===== src/rtl/fcall_pkg.sv =====
package fcall_pkg;

   typedef enum logic [1:0] {
      FLT_NONE = 2'd0,
      FLT_GP   = 2'd1,
      FLT_NP   = 2'd2
   } fault_e;

   typedef enum logic [2:0] {
      PATH_NONE  = 3'd0,
      PATH_CONF  = 3'd1,
      PATH_NCONF = 3'd2,
      PATH_CGATE = 3'd3,
      PATH_TGATE = 3'd4,
      PATH_TSS   = 3'd5
   } path_e;

   typedef enum logic [2:0] {
      CLS_BAD,
      CLS_CONF,
      CLS_NCONF,
      CLS_CGATE,
      CLS_TGATE,
      CLS_TSS_FREE,
      CLS_TSS_BUSY
   } dclass_e;

   localparam int TYPE_W = 5;

   function automatic dclass_e classify(input logic [TYPE_W-1:0] t);
      dclass_e c;
      c = CLS_BAD;
      if (t[4]) begin
         if (t[3]) c = t[2] ? CLS_CONF : CLS_NCONF;
      end else begin
         case (t[3:0])
            4'b0100, 4'b1100: c = CLS_CGATE;
            4'b0101:          c = CLS_TGATE;
            4'b0001, 4'b1001: c = CLS_TSS_FREE;
            4'b0011, 4'b1011: c = CLS_TSS_BUSY;
            default:          c = CLS_BAD;
         endcase
      end
      return c;
   endfunction

   function automatic logic tss_free(input logic [TYPE_W-1:0] t);
      return classify(t) == CLS_TSS_FREE;
   endfunction

endpackage


===== src/rtl/fcall_sel_screen.sv =====
module fcall_sel_screen #(
   parameter int IDX_W       = 13,
   parameter bit CHECK_NULL  = 1'b1,
   parameter bit GLOBAL_ONLY = 1'b0
) (
   input  logic [IDX_W-1:0] idx,
   input  logic             ti,
   input  logic [IDX_W-1:0] limit,
   output logic             is_null,
   output logic             bad_ref
);
   logic over;

   assign over = idx > limit;

   generate
      if (CHECK_NULL) begin : g_null
         assign is_null = (idx == '0) && !ti;
      end else begin : g_no_null
         assign is_null = 1'b0;
      end

      if (GLOBAL_ONLY) begin : g_glob
         assign bad_ref = over || ti;
      end else begin : g_any
         assign bad_ref = over;
      end
   endgenerate

endmodule


===== src/rtl/fcall_priv_rule.sv =====
module fcall_priv_rule
   import fcall_pkg::*;
(
   input  logic [TYPE_W-1:0] dtype,
   input  logic [1:0]        dpl,
   input  logic [1:0]        rpl,
   input  logic [1:0]        cpl,
   output dclass_e           cls,
   output logic              priv_fail
);
   logic gate_low;

   assign cls      = classify(dtype);
   assign gate_low = (dpl < cpl) || (dpl < rpl);

   always_comb begin
      priv_fail = 1'b0;
      case (cls)
         CLS_CONF:     priv_fail = dpl > cpl;
         CLS_NCONF:    priv_fail = (rpl > cpl) || (dpl != cpl);
         CLS_CGATE,
         CLS_TGATE,
         CLS_TSS_FREE: priv_fail = gate_low;
         CLS_TSS_BUSY: priv_fail = 1'b1;
         default:      priv_fail = 1'b0;
      endcase
   end

endmodule


===== src/rtl/fcall_link_check.sv =====
module fcall_link_check
   import fcall_pkg::*;
#(
   parameter int IDX_W = 13,
   localparam int REF_W = IDX_W + 1,
   localparam int SEL_W = IDX_W + 3
) (
   input  logic [REF_W-1:0]  link_ref,
   input  logic [IDX_W-1:0]  gdt_limit,
   input  logic [TYPE_W-1:0] link_type,
   input  logic              link_present,
   output fault_e            fault,
   output logic [SEL_W-1:0]  err_sel
);
   logic link_null;
   logic link_bad;

   fcall_sel_screen #(
      .IDX_W       (IDX_W),
      .CHECK_NULL  (1'b0),
      .GLOBAL_ONLY (1'b1)
   ) u_screen (
      .idx     (link_ref[REF_W-1:1]),
      .ti      (link_ref[0]),
      .limit   (gdt_limit),
      .is_null (link_null),
      .bad_ref (link_bad)
   );

   assign err_sel = {link_ref, 2'b00};

   always_comb begin
      if (link_null || link_bad)      fault = FLT_GP;
      else if (!tss_free(link_type))  fault = FLT_GP;
      else if (!link_present)         fault = FLT_NP;
      else                            fault = FLT_NONE;
   end

endmodule


===== src/rtl/fcall_desc_check.sv =====
module fcall_desc_check
   import fcall_pkg::*;
#(
   parameter int IDX_W   = 13,
   parameter bit REG_OUT = 1'b1,
   localparam int SEL_W = IDX_W + 3,
   localparam int REF_W = IDX_W + 1
) (
   input  logic             clk,
   input  logic             rst_n,
   input  logic             in_valid,
   input  logic [SEL_W-1:0] in_sel,
   input  logic [IDX_W-1:0] in_tbl_limit,
   input  logic [4:0]       in_type,
   input  logic [1:0]       in_dpl,
   input  logic             in_present,
   input  logic [1:0]       in_cpl,
   input  logic [REF_W-1:0] in_link_ref,
   input  logic [IDX_W-1:0] in_gdt_limit,
   input  logic [4:0]       in_link_type,
   input  logic             in_link_present,
   output logic             out_valid,
   output logic [1:0]       out_fault,
   output logic [2:0]       out_path,
   output logic [SEL_W-1:0] out_err_sel,
   output logic [SEL_W-1:0] out_cs
);
   generate
      if (IDX_W < 1 || IDX_W > 13) begin : g_bad_idx
         $error("fcall_desc_check: IDX_W must lie in 1..13");
      end
   endgenerate

   logic             sel_null;
   logic             sel_bad;
   dclass_e          cls;
   logic             priv_fail;
   fault_e           link_fault;
   logic [SEL_W-1:0] link_err;
   logic [SEL_W-1:0] sel_err;

   fault_e           nxt_fault;
   path_e            nxt_path;
   logic [SEL_W-1:0] nxt_err;
   logic [SEL_W-1:0] nxt_cs;

   fcall_sel_screen #(
      .IDX_W       (IDX_W),
      .CHECK_NULL  (1'b1),
      .GLOBAL_ONLY (1'b0)
   ) u_screen (
      .idx     (in_sel[SEL_W-1:3]),
      .ti      (in_sel[2]),
      .limit   (in_tbl_limit),
      .is_null (sel_null),
      .bad_ref (sel_bad)
   );

   fcall_priv_rule u_priv (
      .dtype     (in_type),
      .dpl       (in_dpl),
      .rpl       (in_sel[1:0]),
      .cpl       (in_cpl),
      .cls       (cls),
      .priv_fail (priv_fail)
   );

   fcall_link_check #(.IDX_W(IDX_W)) u_link (
      .link_ref     (in_link_ref),
      .gdt_limit    (in_gdt_limit),
      .link_type    (in_link_type),
      .link_present (in_link_present),
      .fault        (link_fault),
      .err_sel      (link_err)
   );

   assign sel_err = {in_sel[SEL_W-1:2], 2'b00};

   // fixed-rank resolution: first failing rule wins
   always_comb begin
      nxt_fault = FLT_NONE;
      nxt_path  = PATH_NONE;
      nxt_err   = '0;
      nxt_cs    = '0;
      if (in_valid) begin
         if (sel_null) begin
            nxt_fault = FLT_GP;
         end else if (sel_bad || cls == CLS_BAD || priv_fail) begin
            nxt_fault = FLT_GP;
            nxt_err   = sel_err;
         end else if (!in_present) begin
            nxt_fault = FLT_NP;
            nxt_err   = sel_err;
         end else if (cls == CLS_TGATE && link_fault != FLT_NONE) begin
            nxt_fault = link_fault;
            nxt_err   = link_err;
         end else begin
            case (cls)
               CLS_CONF:  nxt_path = PATH_CONF;
               CLS_NCONF: nxt_path = PATH_NCONF;
               CLS_CGATE: nxt_path = PATH_CGATE;
               CLS_TGATE: nxt_path = PATH_TGATE;
               default:   nxt_path = PATH_TSS;
            endcase
            if (cls == CLS_CONF || cls == CLS_NCONF)
               nxt_cs = {in_sel[SEL_W-1:2], in_cpl};
         end
      end
   end

   generate
      if (REG_OUT) begin : g_reg
         always_ff @(posedge clk or negedge rst_n) begin
            if (!rst_n) begin
               out_valid   <= 1'b0;
               out_fault   <= '0;
               out_path    <= '0;
               out_err_sel <= '0;
               out_cs      <= '0;
            end else begin
               out_valid   <= in_valid;
               out_fault   <= nxt_fault;
               out_path    <= nxt_path;
               out_err_sel <= nxt_err;
               out_cs      <= nxt_cs;
            end
         end
      end else begin : g_comb
         assign out_valid   = in_valid;
         assign out_fault   = nxt_fault;
         assign out_path    = nxt_path;
         assign out_err_sel = nxt_err;
         assign out_cs      = nxt_cs;
      end
   endgenerate

endmodule


===== config.mk =====
export PLATFORM = sky130hd
export DESIGN_NAME = fcall_desc_check
export DESIGN_NICKNAME = d
export VERILOG_FILES = /design/src/rtl/fcall_pkg.sv /design/src/rtl/fcall_sel_screen.sv /design/src/rtl/fcall_priv_rule.sv /design/src/rtl/fcall_link_check.sv /design/src/rtl/fcall_desc_check.sv
export SDC_FILE = /design/constraint.sdc
export NUM_CORES = 1
export LEC_CHECK = 0
export BUFFER_PORTS_ARGS = -buffer_cell sky130_fd_sc_hd__buf_2
export CORE_MARGIN = 5
export CORE_UTILIZATION = 47
export CTS_CLUSTER_DIAMETER = 150
export DETAILED_ROUTE_END_ITERATION = 8
export HOLD_SLACK_MARGIN = 0.02
export PLACE_DENSITY = 0.9
export SLEW_MARGIN = 5
export SYNTH_ARGS = -nofsm -noshare
export SYNTH_HDL_FRONTEND = slang
export SYNTH_SLANG_ARGS = --single-unit

===== constraint.sdc =====
create_clock -name clk -period 0.8 [get_ports clk]
set_input_delay 0.16 -clock clk [delete_from_list [all_inputs] [get_ports clk]]
set_output_delay 0.16 -clock clk [all_outputs]
set_load 0.02 [all_outputs]

Yosys cells after proc, flatten, opt, wreduce, memory -nomap -nowiden
Index checks and enable logic that the tools add are counted.
{"block": "op_classes", "addsub": 0, "multipliers": 0, "div_mod_pow": 0, "n_lt_le_gt_ge": 6, "eq_ne": 22, "shifts": 0, "mux": 35, "n_bitwise": 0, "n_reduce_logical": 19}
{"op": "16-bit two-way mux", "n": 11}
{"op": "3-bit one-hot mux with 4 select lines", "n": 3}
{"op": "3-bit two-way mux", "n": 10}
{"op": "13-bit > comparator", "n": 2}
{"op": "4-bit == test (second input constant)", "n": 6}
{"op": "2-bit two-way mux", "n": 10}
{"op": "4-bit by 3-bit == test with 1-bit output (second input constant)", "n": 4}
{"op": "13-bit zero test", "n": 1}
{"op": "3-bit == test (second input constant)", "n": 4}
{"op": "2-bit OR reduction", "n": 6}
{"op": "4-bit by 1-bit == test with 1-bit output (second input constant)", "n": 2}
{"op": "4-bit by 2-bit == test with 1-bit output (second input constant)", "n": 2}
{"op": "3-bit by 2-bit == test with 1-bit output (second input constant)", "n": 2}
{"op": "1-bit logical OR", "n": 6}
{"op": "2-bit > comparator", "n": 2}
{"op": "2-bit < comparator", "n": 2}
{"op": "1-bit one-hot mux with 4 select lines", "n": 1}
{"op": "3-bit by 1-bit == test with 1-bit output (second input constant)", "n": 1}
{"op": "3-bit zero test", "n": 1}
{"op": "3-bit OR reduction", "n": 1}
{"op": "1-bit logical AND", "n": 2}
{"op": "2-bit != test", "n": 1}
{"op": "2-bit nonzero test", "n": 1}
{"op": "1-bit zero test", "n": 1}
{"block": "totals", "reg_bits": 38, "latch_bits": 0, "ram_bits": 0, "rom_bits": 0, "input_bits": 75, "output_inout_bits": 38, "wordCells": 87, "n_memories": 0}

Depth between registers and ports, before layout
{"block": "logic_depth", "word_depth": 15, "mapped_depth": 10, "mapped_depth_nobuf": 9}

Modules after synthesis
A second synthesis with hierarchy kept.
{"block": "unflattened", "hier_cells": 297, "area_unflattened_um2": 2723.9}
{"module": "fcall_desc_check", "n_inst": 1, "cells_each": 145, "area_each_um2": 1619.1}
{"module": "fcall_sel_screen (u_screen)", "n_inst": 1, "cells_each": 52, "area_each_um2": 359.1}
{"module": "fcall_sel_screen (u_link.u_screen)", "n_inst": 1, "cells_each": 47, "area_each_um2": 350.3}
{"module": "fcall_priv_rule", "n_inst": 1, "cells_each": 32, "area_each_um2": 240.2}
{"module": "fcall_link_check", "n_inst": 1, "cells_each": 21, "area_each_um2": 155.1}

Worst setup path before layout
No wires, ideal clock.
{"block": "synth_timing", "path_kind": "input to register", "start": "input port in_tbl_limit[12]", "end": "register out_cs[10]", "setup_time_ns": 0.068, "arrival_ns": 1.756, "t_required_ns": 0.732, "setup_slack_ns": -1.025, "stages": 10, "path_cell_list": "inv_1 > ha_1 > a211oi_2 > nand2_1 > a311oi_1 > a21oi_1 > a21oi_4 > nand3_4 > buf_6 > nor2_4"}
{"block": "synth_between", "elab_chain_cells": 6}
{"element": "start, declared", "line_no": "fcall_desc_check.sv:13", "rtl": "input logic [IDX_W-1:0] in_tbl_limit,"}
{"element": "13-bit > comparator", "line_no": "fcall_sel_screen.sv:14", "rtl": "assign over = idx > limit;"}
{"element": "1-bit logical OR (2 in series)", "line_no": "fcall_desc_check.sv:88", "rtl": "end else if (sel_bad || cls == CLS_BAD || priv_fail) begin"}
{"element": "16-bit two-way mux", "line_no": "fcall_desc_check.sv:88"}
{"element": "16-bit two-way mux", "line_no": "fcall_desc_check.sv:86", "rtl": "if (sel_null) begin"}
{"element": "16-bit two-way mux", "line_no": "fcall_desc_check.sv:85", "rtl": "if (in_valid) begin"}
{"element": "via nxt_cs[10]", "line_no": "fcall_desc_check.sv:45", "rtl": "logic [SEL_W-1:0] nxt_cs;"}
{"element": "end signal, assigned", "line_no": "fcall_desc_check.sv:125", "rtl": "out_cs <= nxt_cs;"}
{"element": "end, declared", "line_no": "fcall_desc_check.sv:26", "rtl": "output logic [SEL_W-1:0] out_cs"}
The timed path passes the listed nets, and every way through them passes these cells.

Worst setup path in the final report
{"block": "layout_timing", "start": "input port in_gdt_limit[7]", "end": "register out_err_sel[4]"}
{"block": "layout_between", "elab_chain_cells": 10}
{"element": "start, declared", "line_no": "fcall_desc_check.sv:19", "rtl": "input logic [IDX_W-1:0] in_gdt_limit,"}
{"element": "13-bit > comparator", "line_no": "fcall_sel_screen.sv:14"}
{"element": "1-bit logical OR", "line_no": "fcall_sel_screen.sv:24", "rtl": "assign bad_ref = over || ti;"}
{"element": "2-bit two-way mux", "line_no": "fcall_link_check.sv:33", "rtl": "if (link_null || link_bad) fault = FLT_GP;"}
{"element": "2-bit nonzero test", "line_no": "fcall_desc_check.sv:94", "rtl": "end else if (cls == CLS_TGATE && link_fault != FLT_NONE) begin"}
{"element": "1-bit logical AND", "line_no": "fcall_desc_check.sv:94"}
{"element": "16-bit two-way mux", "line_no": "fcall_desc_check.sv:94"}
{"element": "16-bit two-way mux", "line_no": "fcall_desc_check.sv:91", "rtl": "end else if (!in_present) begin"}
{"element": "16-bit two-way mux", "line_no": "fcall_desc_check.sv:88"}
{"element": "16-bit two-way mux", "line_no": "fcall_desc_check.sv:86"}
{"element": "16-bit two-way mux", "line_no": "fcall_desc_check.sv:85"}
{"element": "via nxt_err[4]", "line_no": "fcall_desc_check.sv:44", "rtl": "logic [SEL_W-1:0] nxt_err;"}
{"element": "end signal, assigned", "line_no": "fcall_desc_check.sv:124", "rtl": "out_err_sel <= nxt_err;"}
{"element": "end, declared", "line_no": "fcall_desc_check.sv:25", "rtl": "output logic [SEL_W-1:0] out_err_sel,"}
The timed path passes the listed nets, and every way through them passes these cells.

==> out/results.md <==
* ratio of final minimum period to clock period: 241%
* fraction of layout cells with a size suffix above 1: 61.4%
* Placed Cells: 500
* total CTS buffers: 5
* # fillers: 198
* area inside the core boundary: 5110 um2
* Max clock buf depth: 2
* Critical Setup Path Class: input pin to register
* detailed-route wire length per cell: 24.0 um
* Hold Violations, Final: 0
* Final min period: 1.93 ns
* area of the die: 6840 um2
* power density over the cells: 1280 nW/um2
* kind of start point of the critical path: input pin
* overall via count from detail_route: 3,194
* hold crit path type: input pin to register
* CP max stage delay: 0.30 ns
* post-route ant nets: 0
* DIE HEIGHT: 82.7 um
* number of port buffers: 109
* Horiz. Die Dim: 82.7 um
* first-pass GRT wire length: 15.9 mm
* layout overhead on the synthesized area: 82.5%
* signal arrival time at the worst endpoint: 2.14 ns
* total of endpoints with negative setup slack in the final report: 71
* leakage power summed over all cells: 2.29 nW
* wire length reported by the detailed router: 12.5 mm
* Std-Cell Rows: 26
* Yosys warning total: 0
* worst setup path end: out_err_sel[4]$_DFF_PN0_
* placement-stage worst setup slack: -1.28 ns
* cell breakdown of the critical path: buf_2, inv_1, ha_4, nand4_1, nor3_2, o31ai_1, a21o_1, a31oi_4, nand2_4, o22ai_1
* CTS Root Cell: sky130_fd_sc_hd__clkbuf_8
* accumulated negative setup slack: -43.19 ns
* Crit path buffers/inverters: 2
* number of global-route vias before repair: 3,126
* max-cap viol count: 0
* unique cell type count in the Yosys netlist: 49
* number of sinks handled by clock tree synthesis: 36
* Finished Layout Cells: 521
* clock slew at reported path FFs: 0.08 ns
* Mapped Avg Cell Area: 9.16 um2
* remaining global-route overflow: 0
* critical path launch point: in_gdt_limit[7]
* CP Capture Type: register
* final slew viol count: 0
* maximum clock frequency: 519 MHz
* result of the run: complete, but fails checks
* Yosys reg bits: 36
* TritonCTS clock tree: done
* number of cells produced by synthesis: 271
* cell with the largest stage delay on the worst path: sky130_fd_sc_hd__nor3_2
* last weighted congestion value of the routability-driven placer: 0.883
* count of H-tree levels built during CTS: 2
* Main synth FF type: sky130_fd_sc_hd__dfrtp_1
* Hold Slack: 0.105 ns
* Final WS setup: -1.13 ns
* Data required, critical path: 1.02 ns
* number of antenna violations at the first check in global routing: 0
* share of flip-flops with an asynchronous set or reset: 100%
* largest net degree at the start of global routing: 37
* DRC marker count from the first detailed-route iteration: 404
* Ant. Diodes: 0
* detailed-route DRC error count: 0
* Layout Nets: 556
* first drt pass iteration count: 6
* total routing resource utilization after global routing: 31.7%
* violations in the final reports: setup timing
* effective utilization at floorplan: 48.6%
* post-synthesis cell area: 2480 um2
* via-per-instance ratio: 6.13
* I/O pin cnt: 113
* detailed-placement wirelength estimate: 6.28 mm
* proportion of synthesized chip area in sequential cells: 36.3%
* Worst path depth: 10
* number of enable-type register cells in the synthesized netlist: 0
* VDD IR max: 0.923 mV
* crit-path leading delay family: compound AO/OA/AOI/OAI gates
* biggest fanout along the worst timing path: 7
* RSZ-0062 raised after global routing: yes
cell usage in the layout (no fill, tap or decap), types with 3 or more instances in the layout:
master                     instances
sky130_fd_sc_hd__nor2b_1           3
sky130_fd_sc_hd__buf_6            47
sky130_fd_sc_hd__o22ai_2           9
sky130_fd_sc_hd__nor2_1           11
sky130_fd_sc_hd__ha_4             20
sky130_fd_sc_hd__nor2_2            3
sky130_fd_sc_hd__a21oi_2           6
sky130_fd_sc_hd__a21o_1            3
sky130_fd_sc_hd__a21oi_1           4
sky130_fd_sc_hd__buf_12            5
sky130_fd_sc_hd__nand3_1           5
sky130_fd_sc_hd__nand2_4           3
sky130_fd_sc_hd__nor2_4           10
sky130_fd_sc_hd__dfrtp_1          36
sky130_fd_sc_hd__nand2b_1          5
sky130_fd_sc_hd__clkbuf_8          5
sky130_fd_sc_hd__ha_1             11
sky130_fd_sc_hd__nand2_1          34
sky130_fd_sc_hd__nand3_2           3
sky130_fd_sc_hd__inv_2            13
sky130_fd_sc_hd__nand4_1           5
sky130_fd_sc_hd__o21ai_1           3
sky130_fd_sc_hd__nor4_1            5
sky130_fd_sc_hd__buf_4            61
sky130_fd_sc_hd__buf_2            62
sky130_fd_sc_hd__inv_1            31
sky130_fd_sc_hd__o32ai_2           3
cell usage after synthesis (all sizes together), types with 2 or more instances:
library cell	number	share of area, %
inv	46	7.0
o21a	2	0.60
clkbuf	3	0.45
ha	31	16
o22ai	10	4.3
nand3	9	2.3
a31oi	3	1.0
nand2	38	6.1
and2	2	0.55
buf	6	2.0
nand4	5	1.3
o21ai	4	0.81
nor2b	3	0.76
o32ai	3	1.1
o31ai	2	0.60
a21oi	12	2.9
nand2b	5	1.3
nor2	24	6.6
dfrtp	36	36
a21o	3	0.91
o211ai	2	0.60
nor4	6	1.5
worst min path at each step:
stage / from / to / slack, ns / cells past startpoint
CTS: in_valid / out_valid$_DFF_PN0_ / 0.09 / 2
global route: in_valid / out_valid$_DFF_PN0_ / 0.10 / 2
global placement: rst_n / out_cs[13]$_DFF_PN0_ / 0.13 / 2
finish: in_valid / out_valid$_DFF_PN0_ / 0.11 / 2
floorplan: rst_n / out_cs[0]$_DFF_PN0_ / -0.14 / 0
detailed placement: rst_n / out_cs[14]$_DFF_PN0_ / 0.14 / 2
stage by stage:
stage	total power [mW]	utilization [%]	area, um2
4_1_cts	5.34	86.1	4400
5_1_grt	5.97	88.8	4530
3_3_place_gp	3.34	71.8	3660
2_1_floorplan	2.67	-	2620
3_5_place_dp	3.41	71.8	3660
6_report	5.80	88.8	4530
area by class of cell:
type / count / area [um2] / area share [%]
clock buffers: 5 / 68.8 / 1.52
flip-flops and latches: 36 / 901 / 19.9
repair buffers: 179 / 1460 / 32.3
multi-input cells: 182 / 1790 / 39.5
inverters: 46 / 180 / 3.97
well taps: 70 / 87.6 / 1.93
clock inverters: 3 / 42.5 / 0.938
cells by family (layout without fill, tap and decap cells):
logic type	count (synthesis)	after routing	share of synthesized area, %
buffers and inverters	55	233	9.42
AND/OR/NAND/NOR	100	101	23.2
AO/OA/AOI/OAI	48	48	15.4
other	1	2	0.151
flip-flops	36	36	36.3
adder cells (fa/ha/maj)	31	31	15.6
power by group:
group	switching, mW	internal (mW)
clock network	0.795	0.924
logic	1.11	1.04
registers	0.0448	1.89
registers in the layout, summed over array words and instances (netlist names):
register     cells
out_path         3
out_fault        2
out_err_sel     14
out_cs          16
out_valid        1
per-layer routing:
metal	wire length [um]	up-vias	track usage [%]
li1	-	1277	-
met3	1560	115	6.72
met5	0	-	0
met4	1170	0	14.4
met2	5970	329	59.1
met1	3810	1473	33.9
timing repair:
item / in CTS / in global routing
endpoints found under the hold margin: 36 / 0
setup buffers: 9 / 1
hold buffers: 1 / 0
pin swaps: 33 / 12
resized for setup: 128 / 23
setup endpoints to repair: 71 / 71
cloned: 1 / 1
(Power assumes the default switching activity.)
